<file path="config.mk">
export PLATFORM = sky130hd
export DESIGN_NAME = park_arb
export DESIGN_NICKNAME = d
export VERILOG_FILES = /design/src/rtl/park_arb.sv
export SDC_FILE = /design/constraint.sdc
export NUM_CORES = 1
export LEC_CHECK = 0
export BUFFER_PORTS_ARGS = -buffer_cell sky130_fd_sc_hd__buf_2
export CORE_AREA = 2 2 39 41
export CTS_BUF_LIST = sky130_fd_sc_hd__clkbuf_2
export CTS_CLUSTER_SIZE = 24
export DETAILED_ROUTE_END_ITERATION = 6
export DIE_AREA = 0 0 41 43
export MAX_ROUTING_LAYER = met4
export PLACE_DENSITY_LB_ADDON = 0.08
export SYNTH_ARGS = -nofsm -noshare
export SYNTH_HDL_FRONTEND = slang
export SYNTH_SLANG_ARGS = --single-unit
</file>
<file path="constraint.sdc">
create_clock -name clk -period 1.8 [get_ports clk]
set_input_delay 0.27 -clock clk [delete_from_list [all_inputs] [get_ports clk]]
set_output_delay 0.27 -clock clk [all_outputs]
set_load 0.005 [all_outputs]
</file>
<file path="src/rtl/park_arb.sv">
module park_arb #(
  parameter int N = 4,
  localparam int IW = (N > 1) ? $clog2(N) : 1
) (
  input  logic         clk,
  input  logic         rst_n,
  input  logic [N-1:0] req,
  input  logic         bus_idle,
  output logic [N-1:0] gnt
);

  typedef enum logic [1:0] {FREE, WAIT_IDLE, WAIT_START} phase_t;

  phase_t       ph;
  logic [IW-1:0] own, win;
  logic          any_other;

  always_comb begin
    own = '0;
    for (int i = 0; i < N; i++)
      if (gnt[i]) own = IW'(i);
  end

  always_comb begin
    int j;
    win = own;
    any_other = 1'b0;
    for (int k = N - 1; k >= 1; k--) begin
      j = int'(own) + k;
      if (j >= N) j = j - N;
      if (req[j]) begin
        win = IW'(j);
        any_other = 1'b1;
      end
    end
  end

  always_ff @(posedge clk) begin
    if (!rst_n) begin
      gnt <= N'(1);
      ph  <= FREE;
    end else begin
      case (ph)
        FREE:
          if (any_other) begin
            gnt <= N'(1) << win;
            ph  <= WAIT_IDLE;
          end
        WAIT_IDLE:
          if (!req[own])    ph <= FREE;
          else if (bus_idle) ph <= WAIT_START;
        default:
          if (!req[own] || !bus_idle) ph <= FREE;
      endcase
    end
  end


  reset_park_chk: assert property (@(posedge clk) $rose(rst_n) |-> gnt == N'(1));


  gnt_onehot_chk: assert property (@(posedge clk) disable iff (!rst_n) $onehot(gnt));


  park_hold_chk: assert property (@(posedge clk) disable iff (!rst_n)
    (ph == FREE && (req & ~gnt) == '0) |=> $stable(gnt));


  move_to_req_chk: assert property (@(posedge clk) disable iff (!rst_n)
    (ph == FREE && (req & ~gnt) != '0) |=> (gnt != $past(gnt)) && ((gnt & $past(req)) != '0));


  handover_hold_chk: assert property (@(posedge clk) disable iff (!rst_n)
    (ph != FREE) |=> $stable(gnt));

endmodule

</file>
==> run_results.csv <==
group,metric,value,unit
routing,viasPerCell,5.420,
clocking,holdBufCountCts,0,
sta,maxSlewHeadroom,74.29,%
global_routing,met1_usage,20.45,%
min_path,hp-class,"in2reg",
power_and_ir_drop,net-switching-power,0.4459,mW
sta,tightest_slew,0.3851,ns
setup_path,cp.arrival,1.73,ns
setup_path,cp_max_fo,11,
sta,finalSetupViolCount,0,
setup_path,worstSetupPathType,"reg2reg",
global_routing,grt_use_met3,3.141,%
final_layout,multi_input_area,330.3,sq um
clocking,tritoncts,"yes",
global_routing,grt_max_degree,12,
synth,synthTopCellsByCount,"6 x dfxtp_1, 6 x nand2_1, 5 x nor2_1",
setup_path,worst-r2r-cell-count,5,
synth,syn_nets,67,
setup_path,cp-end-kind,"flop",
synth,synthCells,60,
global_routing,grt_use_met2,25.31,%
floorplanning,core_area,0.001384,sq mm
sta,final_hold_viol_count,0,
global_routing,grt_pass1_vias,439,
synth,synth_edf_count,0,
setup_path,crit_family,"compound AO/OA/AOI/OAI gates",
synth,yosys.area.top_type_share,25.00,%
floorplanning,die_y,43,microns
routing,dr.pass1.iters,4,
synth,synth.avg_cell_area,8.008,sq um
floorplanning,start_util,34.72,%
clocking,clock_path_buffers,2,
clocking,clock_latency,0.21,ns
final_layout,n_antenna_cell,0,
synth,ys_seq_area_share,25.00,%
final_layout,fill_cells,153,
routing,post_drt_wl_per_cell,12.51,microns
routing,drt_first_iter_violations,5,
flow_run,maxCapViolations,0,
synth,netlist_area,480.5,sq um
floorplanning,rows,14,
clocking,root_buffer,"clkbuf_2",
clocking,cts_made_buffers,3,
routing,antenna_left,0,
power_and_ir_drop,power_frac_seq,29.2,%
synth,synthTopCellsByArea,"dfxtp_1 25%, o22ai_1 5.2%, nand2_1 4.7%",
clocking,cts_resized,0,
global_routing,grt_pass1_wl,1945,microns
placement,gp_congestion,0.6688,
power_and_ir_drop,powerDensity,1772,mW/mm^2
power_and_ir_drop,peakVddDrop,0.8040,mV
routing,drcViolationCount,0,
sta,final_max_slew_viol_count,0,
setup_path,required,1.89,ns
sta,fin_skew,0.001953,ns
sta,fmax,608.4,MHz
final_layout,area_growth,15.62,%
synth,synth_flop_cell,"dfxtp_1",
synth,netlist.top_cell.by_area,"dfxtp_1",
power_and_ir_drop,p_comb_share,61.7,%
sta,rsz0062_at_grt,"false",
final_layout,final_nets,81,
synth,async_reset_ff_share,0,%
clocking,cts_setup_buffers,0,
setup_path,cpPeakStageDelay,0.42,ns
power_and_ir_drop,leakage,0.2090,nW
sta,tns,0,ns
sta,finalCritPeriodShare,91.32,%
setup_path,crit_path_start_kind,"flop",
run_status,status,"completed",
synth,ys_ff_latch,6,
global_routing,grt_use_total,17.03,%
synth,yosys_warnings,0,
global_routing,busiest_layer,"met2",
clocking,clk_pin_slew,0.06,ns
power_and_ir_drop,power.share.switching,45.29,%
floorplanning,fp.dieW,41,microns
setup_path,cp_num_buf_inv,0,
global_routing,overflow,0,
floorplanning,io_pins,11,
final_layout,drive_above_1_share,30.56,%
setup_path,cp_common_cell,"or2_0",
routing,vias,477,
setup_path,crit_slowest_cell,"dfxtp_1",
clocking,cts_sinks,6,
final_layout,regArea,121.4,sq um
setup_path,crit_cells,5,
placement,io_buffers,10,
synth,synth.distinct_cells,34,
global_routing,antenna_found_initial,0,
setup_path,crit_chain,"or2_0 -> o221a_1 -> or2_0 -> a22oi_1 -> o221ai_1",
power_and_ir_drop,p_int,0.5387,mW
min_path,min_path_cells,2,
final_layout,final_util,40.14,%
placement,hpwlAfterDp,873.8,microns
sta,period_needed,1.644,ns
clocking,ctsHtreeMaxLevel,1,
floorplanning,die_area,0.001763,sq mm
power_and_ir_drop,p_clk_share,9.1,%
routing,drt_wl_total,1101,microns
==> sequential cells by signal, indices dropped and copies added, names as in the netlist <==
signal / cells
gnt: 4
ph: 2
==> routing by layer <==
layer  routed length (microns)  part of all wire (%)
met1                       501                    46
met3                        24                   2.2
met5                         0                     0
met2                       566                    51
met4                         9                  0.82
==> metrics by stage <==
step | cells | hold slack [ns] | total power [mW] | area, sq um | worst slack [ns]
detailed placement | 85 | 0.4719 | 0.8940 | 539.3 | 0.08130
global route | 88 | 0.3312 | 1.082 | 555.5 | 0.004690
CTS | 88 | 0.2987 | 0.9926 | 554.3 | 0.07400
finish | 88 | 0.3166 | 0.9846 | 555.5 | 0.1563
floorplan | 60 | 0.3486 | 0.7595 | 480.5 | 0.3391
global placement | 85 | 0.4749 | 0.9017 | 539.3 | 0.1029
==> layout make-up <==
| cell class | count | area share, % |
|---|---|---|
| repair buffers | 11 | 10.36 |
| clock buffers | 3 | 2.703 |
| well taps | 16 | 3.604 |
| multi-input cells | 49 | 59.46 |
| flip-flops and latches | 6 | 21.85 |
| inverters | 3 | 2.027 |
==> cell usage in the layout, fill, tap and decap left out, types with 2 or more instances in the layout <==
| cell | Yosys | routed |
|---|---|---|
| buf_2 | 0 | 10 |
| o22ai_1 | 4 | 4 |
| nor2b_1 | 3 | 3 |
| nor2_1 | 5 | 5 |
| o21ai_0 | 3 | 3 |
| or2_0 | 2 | 2 |
| a21oi_1 | 2 | 2 |
| inv_1 | 3 | 3 |
| clkbuf_2 | 0 | 3 |
| nand2_1 | 6 | 6 |
| mux2i_1 | 2 | 2 |
| dfxtp_1 | 6 | 5 |
==> final timing paths <==
kind              slack [ns]  endpoint    from
setup reg to reg        0.16    gnt[0]  gnt[3]
hold / removal          0.32    gnt[0]   rst_n
setup / recovery        0.16    gnt[0]  gnt[3]
hold reg to reg         0.48     ph[0]   ph[0]
==> power by group through the flow <==
stage | combinational (mW) | sequential, mW | clock [mW]
2_1_floorplan | 0.517 | 0.242 | 0
3_3_place_gp | 0.615 | 0.287 | 0
3_5_place_dp | 0.607 | 0.287 | 0
4_1_cts | 0.610 | 0.285 | 0.0971
5_1_grt | 0.681 | 0.303 | 0.0985
6_report | 0.607 | 0.288 | 0.0896
==> cell families after synthesis <==
logic type	after synthesis	synth area share (%)
AND/OR/NAND/NOR	26	31.26
AO/OA/AOI/OAI	19	29.17
flip-flops	6	25.00
buffers and inverters	5	6.250
multiplexers	3	6.510
XOR/XNOR	1	1.823
Power figures use the tool's default switching activity.
